==> src/rtl/rx_ord_pkg.sv <==
// Package: shared constants and types for the receive byte ordering aligner.
// Assumes a two-lane word, low lane first in time.
package rx_ord_pkg;
    localparam int LANES = 2;

    typedef enum logic {
        MAP_DIRECT  = 1'b0,
        MAP_SHIFTED = 1'b1
    } lane_map_e;
endpackage

==> src/rtl/rx_ord_arm.sv <==
// rx_ord_arm: decides whether an ordering operation is allowed.
// Automatic mode: one operation allowed after reset.
// Manual mode: a request level latches permission once. The request must be
// seen low before it can latch again. Assumes 'fire' is high for one clock per
// operation.
module rx_ord_arm (
    input  logic clk,
    input  logic rst_n,
    input  logic cfg_manual,
    input  logic order_req,
    input  logic fire,
    output logic pending
);
    logic ready;

    // Request latch and re-arm gate.
    always_ff @(posedge clk) begin
        if (!rst_n) begin
            ready   <= 1'b1;
            pending <= !cfg_manual;
        end else if (cfg_manual) begin
            if (!order_req)
                ready <= 1'b1;
            else if (ready)
                ready <= 1'b0;
            if (order_req && ready)
                pending <= 1'b1;
            else if (fire)
                pending <= 1'b0;
        end else if (fire) begin
            pending <= 1'b0;
        end
    end
endmodule

==> src/rtl/rx_ord_match.sv <==
// rx_ord_match: compares the marker against the lane view now in force.
// Direct mapping views the stage word as is. Shifted mapping views
// {stage low, held high}. A high-lane hit is only meaningful in direct mapping.
// Pair mode uses the low symbol of the incoming word as lookahead.
// Purely combinational.
module rx_ord_match
    import rx_ord_pkg::*;
#(
    parameter int SYM_W = 10
) (
    input  logic [SYM_W-1:0]       cfg_pattern,
    input  logic                   cfg_pair,
    input  logic                   shifted,
    input  logic [LANES*SYM_W-1:0] stage_word,
    input  logic [SYM_W-1:0]       hold_sym,
    input  logic [SYM_W-1:0]       next_lo,
    output logic                   low_hit,
    output logic                   high_hit
);
    logic [LANES*SYM_W-1:0] view_word;
    logic [LANES-1:0]       view_eq;
    logic                   next_eq;

    // Lane view selected by the current mapping.
    always_comb view_word = shifted ? {stage_word[SYM_W-1:0], hold_sym} : stage_word;

    for (genvar g = 0; g < LANES; g++) begin : g_lane_cmp
        assign view_eq[g] = (view_word[g*SYM_W +: SYM_W] == cfg_pattern);
    end

    assign next_eq = (next_lo == cfg_pattern);

    // Hit classification: low lane first, high lane only in direct mapping.
    always_comb begin
        low_hit  = view_eq[0] && (!cfg_pair || view_eq[1]);
        high_hit = !shifted && !low_hit && view_eq[1] && (!cfg_pair || next_eq);
    end
endmodule

==> src/rtl/rx_ord_lanes.sv <==
// rx_ord_lanes: one-word lookahead stage, held high symbol, lane mapping state
// and registered output. A stage word is emitted when the next valid word
// arrives. Assumes 'do_shift' is only high together with a step in direct
// mapping.
module rx_ord_lanes
    import rx_ord_pkg::*;
#(
    parameter int SYM_W = 10
) (
    input  logic                   clk,
    input  logic                   rst_n,
    input  logic                   in_valid,
    input  logic [LANES*SYM_W-1:0] in_data,
    input  logic [SYM_W-1:0]       cfg_pad,
    input  logic                   fire,
    input  logic                   do_shift,
    output logic                   step,
    output logic                   shifted,
    output logic [LANES*SYM_W-1:0] stage_word,
    output logic [SYM_W-1:0]       hold_sym,
    output logic                   out_valid,
    output logic [LANES*SYM_W-1:0] out_data,
    output logic                   order_flag
);
    localparam int WORD_W = LANES * SYM_W;

    logic      stage_valid;
    lane_map_e lane_map;

    assign step    = in_valid && stage_valid;
    assign shifted = (lane_map == MAP_SHIFTED);

    // Lookahead stage: capture every valid input word.
    always_ff @(posedge clk) begin
        if (!rst_n) begin
            stage_valid <= 1'b0;
            stage_word  <= '0;
        end else if (in_valid) begin
            stage_valid <= 1'b1;
            stage_word  <= in_data;
        end
    end

    // Lane mapping: enter shifted mapping on a pad insertion, hold back the high symbol.
    always_ff @(posedge clk) begin
        if (!rst_n) begin
            lane_map <= MAP_DIRECT;
            hold_sym <= '0;
        end else if (step) begin
            if (shifted || do_shift)
                hold_sym <= stage_word[WORD_W-1:SYM_W];
            if (do_shift)
                lane_map <= MAP_SHIFTED;
        end
    end

    // Output register: word build, valid and operation flag.
    always_ff @(posedge clk) begin
        if (!rst_n) begin
            out_valid  <= 1'b0;
            order_flag <= 1'b0;
            out_data   <= '0;
        end else begin
            out_valid  <= step;
            order_flag <= fire;
            if (step) begin
                if (shifted)
                    out_data <= {stage_word[SYM_W-1:0], hold_sym};
                else if (do_shift)
                    out_data <= {cfg_pad, stage_word[SYM_W-1:0]};
                else
                    out_data <= stage_word;
            end
        end
    end
endmodule

==> src/rtl/rx_byte_orderer.sv <==
// rx_byte_orderer: top of the receive byte ordering aligner. It moves a
// detected ordering marker from the high lane to the low lane by inserting one
// pad symbol, in automatic or request-driven mode. Assumes the configuration
// inputs are static while rst_n is high.
module rx_byte_orderer
    import rx_ord_pkg::*;
#(
    parameter int SYM_W = 10
) (
    input  logic                   clk,
    input  logic                   rst_n,
    input  logic [SYM_W-1:0]       cfg_pattern,
    input  logic [SYM_W-1:0]       cfg_pad,
    input  logic                   cfg_pair,
    input  logic                   cfg_manual,
    input  logic                   order_req,
    input  logic                   in_valid,
    input  logic [2*SYM_W-1:0]     in_data,
    output logic                   out_valid,
    output logic [2*SYM_W-1:0]     out_data,
    output logic                   order_flag
);
    localparam int WORD_W = LANES * SYM_W;

    logic              step;
    logic              shifted;
    logic [WORD_W-1:0] stage_word;
    logic [SYM_W-1:0]  hold_sym;
    logic              low_hit;
    logic              high_hit;
    logic              pending;
    logic              fire;
    logic              do_shift;

    // Operation decision: permission plus a hit on a step.
    always_comb begin
        fire     = step && pending && (low_hit || high_hit);
        do_shift = fire && high_hit;
    end

    rx_ord_arm u_arm (
        .clk        (clk),
        .rst_n      (rst_n),
        .cfg_manual (cfg_manual),
        .order_req  (order_req),
        .fire       (fire),
        .pending    (pending)
    );

    rx_ord_match #(.SYM_W(SYM_W)) u_match (
        .cfg_pattern (cfg_pattern),
        .cfg_pair    (cfg_pair),
        .shifted     (shifted),
        .stage_word  (stage_word),
        .hold_sym    (hold_sym),
        .next_lo     (in_data[SYM_W-1:0]),
        .low_hit     (low_hit),
        .high_hit    (high_hit)
    );

    rx_ord_lanes #(.SYM_W(SYM_W)) u_lanes (
        .clk        (clk),
        .rst_n      (rst_n),
        .in_valid   (in_valid),
        .in_data    (in_data),
        .cfg_pad    (cfg_pad),
        .fire       (fire),
        .do_shift   (do_shift),
        .step       (step),
        .shifted    (shifted),
        .stage_word (stage_word),
        .hold_sym   (hold_sym),
        .out_valid  (out_valid),
        .out_data   (out_data),
        .order_flag (order_flag)
    );
endmodule

==> config.mk <==
export PLATFORM = sky130hd
export DESIGN_NAME = rx_byte_orderer
export DESIGN_NICKNAME = d
export VERILOG_FILES = /design/src/rtl/rx_ord_pkg.sv /design/src/rtl/rx_ord_arm.sv /design/src/rtl/rx_ord_match.sv /design/src/rtl/rx_ord_lanes.sv /design/src/rtl/rx_byte_orderer.sv
export SDC_FILE = /design/constraint.sdc
export NUM_CORES = 1
export LEC_CHECK = 0
export BUFFER_PORTS_ARGS = -buffer_cell sky130_fd_sc_hd__buf_2
export CAP_MARGIN = 20
export CORE_MARGIN = 10
export CORE_UTILIZATION = 35
export DETAILED_ROUTE_END_ITERATION = 10
export PLACE_DENSITY = 0.68
export SLEW_MARGIN = 25
export SYNTH_ARGS = -nofsm -noshare
export SYNTH_HDL_FRONTEND = slang
export SYNTH_SLANG_ARGS = --single-unit
==> constraint.sdc <==
create_clock -name clk -period 2.1 [get_ports clk]
set_clock_uncertainty 0.15 [all_clocks]
set_input_delay 0.21 -clock clk [delete_from_list [all_inputs] [get_ports clk]]
set_output_delay 0.21 -clock clk [all_outputs]
set_load 0.02 [all_outputs]
# Yosys cells after proc, flatten, opt, wreduce, memory -nomap -nowiden
# Index checks and enable logic that the tools add are counted.
# totals
register_bits,56
input_bits,46
output_inout_bits,22
wordCells,39
# op_classes
n_eq_ne,3
mux,8
n_reduce_logical,19
# op_table
cell,n
2-to-1 mux 20 bit,3
equality test 10 bit,3
logical AND 1 bit,9
2-to-1 mux 1 bit,5
logical NOT 1 bit,4
logical OR 1 bit,4
AND reduction 2 bit,2

# Depth between registers and ports, before layout
# logic_depth
ltp_word,14
mapped_depth,10

# Modules after synthesis
# Synthesis repeated with hierarchy kept, for this count alone.
# unflattened
hier_cells,295
hier_area_um2,3066.7
# by_module_without_submodules
mod,instances,cells_each,area_per_inst_um2,seq_area_each_um2
rx_ord_lanes,1,220,2399.8,1081.0
rx_ord_match,1,64,570.5,0.0
rx_ord_arm,1,9,78.8,40.0
rx_byte_orderer,1,2,17.5,0.0

# Worst setup path before layout
# No wires, ideal clock.
# synth_timing
path_type,flip-flop to flip-flop
start,register u_lanes.lane_map (netlist: u_lanes.shifted)
end,register u_lanes.hold_sym[1]
setup_ns,0.122
t_arrival_ns,1.971
required_ns,1.828
path_slack_ns,-0.143
path_stages_with_launch,10
path_buffers,3
synth_period_minus_slack_ns,2.243
cell_sequence,dfxtp_1 -> buf_6 -> buf_6 -> mux2i_1 -> xnor2_1 -> nor4_4 -> and4_1 -> buf_4 -> a21oi_1 -> a311o_1
# synth_via
elab_chain_cells,13
elab_cells_between_ends,15
# synth_rtl
item,line,rtl
start: declaration,rx_ord_lanes.sv:28,lane_map_e lane_map;
start signal: assignment,rx_ord_lanes.sv:47,lane_map <= MAP_DIRECT;
start signal: assignment,rx_ord_lanes.sv:53,lane_map <= MAP_SHIFTED;
2-to-1 mux 20 bit,rx_ord_match.sv:25,"always_comb view_word = shifted ? {stage_word[SYM_W-1:0], hold_sym} : stage_word;"
equality test 10 bit,rx_ord_match.sv:28,assign view_eq[g] = (view_word[g*SYM_W +: SYM_W] == cfg_pattern);
logical OR 1 bit,rx_ord_match.sv:35,low_hit = view_eq[0] && (!cfg_pair || view_eq[1]);
logical AND 1 bit,rx_ord_match.sv:35,
logical NOT 1 bit,rx_ord_match.sv:36,high_hit = !shifted && !low_hit && view_eq[1] && (!cfg_pair || next_eq);
logical AND 1 bit (3 in a row),rx_ord_match.sv:36,
logical OR 1 bit,rx_byte_orderer.sv:37,fire = step && pending && (low_hit || high_hit);
logical AND 1 bit,rx_byte_orderer.sv:37,
logical AND 1 bit,rx_byte_orderer.sv:38,do_shift = fire && high_hit;
logical OR 1 bit *,rx_ord_lanes.sv:50,if (shifted || do_shift)
AND reduction 2 bit (no source line) *,--,
end signal: assignment,rx_ord_lanes.sv:51,hold_sym <= stage_word[WORD_W-1:SYM_W];
end: declaration,rx_ord_lanes.sv:20,"output logic [SYM_W-1:0] hold_sym,"
# Mark *: on every way between the ends. The rest lies on a longest branch, timed or not.
# A chain may end at the register's enable or synchronous reset.

# Worst setup path after layout
# layout_timing
start,register u_lanes.lane_map (netlist: u_lanes.shifted)
end,register u_lanes.out_data[15]
# layout_via
elab_chain_cells,13
elab_cells_between_ends,15
# layout_rtl
item,line,rtl
2-to-1 mux 20 bit,rx_ord_match.sv:25,
equality test 10 bit,rx_ord_match.sv:28,
logical OR 1 bit,rx_ord_match.sv:35,
logical AND 1 bit,rx_ord_match.sv:35,
logical NOT 1 bit,rx_ord_match.sv:36,
logical AND 1 bit (3 in a row),rx_ord_match.sv:36,
logical OR 1 bit,rx_byte_orderer.sv:37,
logical AND 1 bit,rx_byte_orderer.sv:37,
logical AND 1 bit,rx_byte_orderer.sv:38,
2-to-1 mux 20 bit,rx_ord_lanes.sv:69,else if (do_shift)
2-to-1 mux 20 bit *,rx_ord_lanes.sv:67,if (shifted)
end signal: assignment,rx_ord_lanes.sv:68,"out_data <= {stage_word[SYM_W-1:0], hold_sym};"
end signal: assignment,rx_ord_lanes.sv:70,"out_data <= {cfg_pad, stage_word[SYM_W-1:0]};"
end signal: assignment,rx_ord_lanes.sv:72,out_data <= stage_word;
end: declaration,rx_ord_lanes.sv:22,"output logic [LANES*SYM_W-1:0] out_data,"
# Marks and branches as above.

==> metrics.yaml <==
setup_path:
  crit_type: "register to register"
  startpoint: "u_lanes.shifted$_SDFFE_PN0P_"
  critPathLaunchType: "register"
  critPathCaptureType: "register"
  cp_max_fo: 8
  timing.rr.start: "u_lanes.shifted$_SDFFE_PN0P_"
  reg2reg_to: "u_lanes.out_data[15]$_SDFFE_PN0P_"
  required_ns: 2.17
  critical_path_arrival_ns: 2.53
  reg2regPathDepth: 10
  reg2reg_slack_ns: -0.36
  cp-endpoint: "u_lanes.out_data[15]$_SDFFE_PN0P_"
yosys:
  ys_ff_latch: 56
  synth_cell_type_count: 35
  seq_area_frac_synth_pct: 35.1
  syn_area_um2: 3200
  synth_fp_nets: 407
  syn_inst: 361
  synth.avg_cell_area_um2: 8.86
  yosys_warnings: 0
routing:
  route.detailed.drc: 0
  ant_nets: 0
  wire_per_inst_um: 20.6
  first_pass_iters: 6
  vias_per_cell: 5.71
  met3WireLength_um: 1020
  routed_wl_um: 12400
  top_layer: "met4"
  dr_total_vias: 3439
  routed-wl-met2_um: 5860
  wl_met1_um: 5050
  first_iter_violations: 300
pwr:
  power_density_nw_per_um2: 488
  peakVddDrop_uv: 412
  leakage_nw: 2.00
timing:
  hold_viol_final: 0
  setup_viol: 23
  final.setup.worst_slack_ns: -0.365
  fmax_mhz: 406
  period_share_pct: 117
  slew_headroom_pct: 59.6
  slew_violations: 0
  period_minus_slack_ns: 2.46
  rsz0062_at_grt: "yes"
  worst_pin_slew_ns: 0.600
layout:
  regArea_um2: 1120
  fill_cells: 736
  drive_gt1_share_pct: 42.5
  final_cells: 602
  diodes: 0
  nets: 539
  multiInputGateArea_um2: 2280
  area_delta_synth_final_pct: 51.9
clock_tree:
  cts.sinks: 56
  htreeDepth: 2
  cts-root-buf: "clkbuf_8"
  cts_tree: "done"
  cts.path.max_buffers: 2
  clkLatencyLatePin_ns: 0.32
  cts_buffers: 5
  clkTransAtPathRegs_ns: 0.11
floorplan:
  rows: 34
  dieArea_um2: 13400
  io_pins: 68
  die_w_um: 116
  initial_core_util_pct: 36.3
  fp.dieH_um: 116
  core_area_um2: 8810
status:
  violations: "negative setup slack"
  status: "finished, violations left"
placed_design:
  place_inst: 567
  dp_slack_ns: -0.261
  gp_congestion: 0.950
  dp_hpwl_um: 8760
  port_buffers: 67
grt:
  grt_max_degree: 28
  antenna_found_initial: 0
  grt_pass1_wl_um: 18500
  overflow: 0
  grt_pass1_vias: 3425
  track_usage_pct: 17.3
run:
  drv_cap: 0
hold_path:
  min_path_type: "input pin to register"
## what timing repair did
item | CTS | global route
hold buffers | 2 | 0
gates resized for setup | 50 | 31
endpoints found under the setup margin | 23 | 23
gates cloned | 4 | 3
buffers inserted | 15 | 5
pin swaps | 33 | 28
endpoints found under the hold margin | 2 | 0
## worst max-delay path, cell delays in order (launching register included)
cell and delay, ns:
dfxtp_4 0.38, buf_12 0.14, buf_12 0.14, mux2i_4 0.18, xnor2_2 0.16, nor4_4 0.28
and4_4 0.33, buf_12 0.15, buf_12 0.11, nand4_1 0.08, a31oi_1 0.27
## cell usage after synthesis
master	n	area share (%)
nor2_1	17	2.0
and3_1	3	0.59
buf_1	6	0.70
mux2i_1	39	12
o211a_1	11	3.4
a31oi_1	10	2.0
nor4_2	1	0.39
o211ai_1	10	2.3
a41oi_2	1	0.51
nand3_1	3	0.47
dfxtp_1	56	35
o21ai_0	12	1.9
o22ai_1	1	0.20
and4_1	1	0.27
nand2_1	35	4.1
o31ai_1	10	2.3
nand3_2	1	0.31
clkbuf_1	17	2.0
xor2_1	2	0.55
o21a_1	1	0.23
nand4_1	15	2.9
nor4_4	2	1.3
buf_2	4	0.63
a311o_1	10	3.1
or3_1	10	2.0
nor2b_1	21	4.1
a21oi_1	23	3.6
a21boi_1	1	0.23
inv_2	1	0.12
mux2i_2	1	0.43
buf_4	1	0.23
and2_1	2	0.39
buf_6	4	1.4
o41ai_1	1	0.27
xnor2_1	28	7.7
## stage by stage
step | instance area [µm²] | setup TNS (ns) | total power [mW] | utilization [%] | hold slack, ns
global route | 4860 | -7.56 | 2.45 | 55.2 | 0.0122
global placement | 4090 | -3.06 | 1.67 | 46.4 | 0.317
finish | 4860 | -5.65 | 2.37 | 55.2 | 0.00459
CTS | 4600 | -3.70 | 2.34 | 52.2 | 0.00286
floorplan | 3250 | -1.31 | 1.43 | - | 0.193
detailed placement | 4090 | -4.46 | 1.67 | 46.4 | 0.328
## logic make-up after synthesis
group	synth area share, %
xor+xnor	8.22
flops	35.1
buf+inv	5.09
simple gates	18.9
compound gates	20.1
mux	12.6
## placed cells by master, fill, tap and decap left out, types with 3 or more instances in the layout
cell type	n
nor2b_1	21
buf_6	6
buf_2	68
a311o_1	10
clkbuf_8	6
mux2i_1	31
o211ai_1	10
xnor2_2	7
xnor2_1	21
a31oi_1	10
o211a_1	11
mux2i_4	8
a21oi_1	15
buf_12	9
a21oi_2	8
nor2_1	14
o31ai_4	8
and3_1	3
or3_1	10
buf_4	65
o21ai_0	12
buf_8	3
dfxtp_1	55
nand2_1	34
nand4_1	15
## layer usage
| layer | up-vias | track usage [%] |
|---|---|---|
| li1 | 1590 | - |
| met1 | 1626 | 21.4 |
| met2 | 179 | 28.5 |
| met3 | 44 | 4.34 |
| met4 | 0 | 6.67 |
| met5 | - | 0 |
## how the worst min path moves through the flow
| stage | start | depth (start not counted) | slack, ns | end |
|---|---|---|---|---|
| 2_1_floorplan | cfg_manual | 2 | 0.19 | u_arm.ready$_SDFFE_PN1P_ |
| 3_3_place_gp | in_data[13] | 3 | 0.32 | u_lanes.stage_word[13]$_SDFFE_PN0P_ |
| 6_report | in_data[16] | 3 | 0.005 | u_lanes.stage_word[16]$_SDFFE_PN0P_ |
| 3_5_place_dp | in_data[13] | 3 | 0.33 | u_lanes.stage_word[13]$_SDFFE_PN0P_ |
| 5_1_grt | in_data[11] | 3 | 0.01 | u_lanes.stage_word[11]$_SDFFE_PN0P_ |
| 4_1_cts | cfg_pad[8] | 3 | 0.003 | u_lanes.out_data[18]$_SDFFE_PN0P_ |
## final cells by class
class                           instances  share of cell area [%]
Timing Repair Buffer                  156                    25.1
Clock buffer                            7                    1.78
Multi-Input combinational cell        273                    47.0
Inverter                                1                  0.0773
Clock inverter                          1                   0.155
Tap cell                              108                    2.78
Sequential cell                        56                    23.2
## state kept, by name, indices dropped and copies added (netlist names)
| register | cells |
|---|---|
| u_lanes.out_data | 20 |
| u_lanes.stage_word | 20 |
| u_lanes.hold_sym | 10 |
| u_arm.pending | 1 |
| u_arm.ready | 1 |
| u_lanes.order_flag | 1 |
| u_lanes.out_valid | 1 |
| u_lanes.shifted | 1 |
| u_lanes.stage_valid | 1 |
## report_power, final
part	leakage, nW	switching, mW	total (mW)	internal [mW]
sequential	0.460	0.0514	1.17	1.11
clock	0.0445	0.372	0.642	0.270
combinational	1.50	0.291	0.563	0.272
total	2.00	0.714	2.37	1.66
Note: power is estimated with default switching activity, not from simulation.
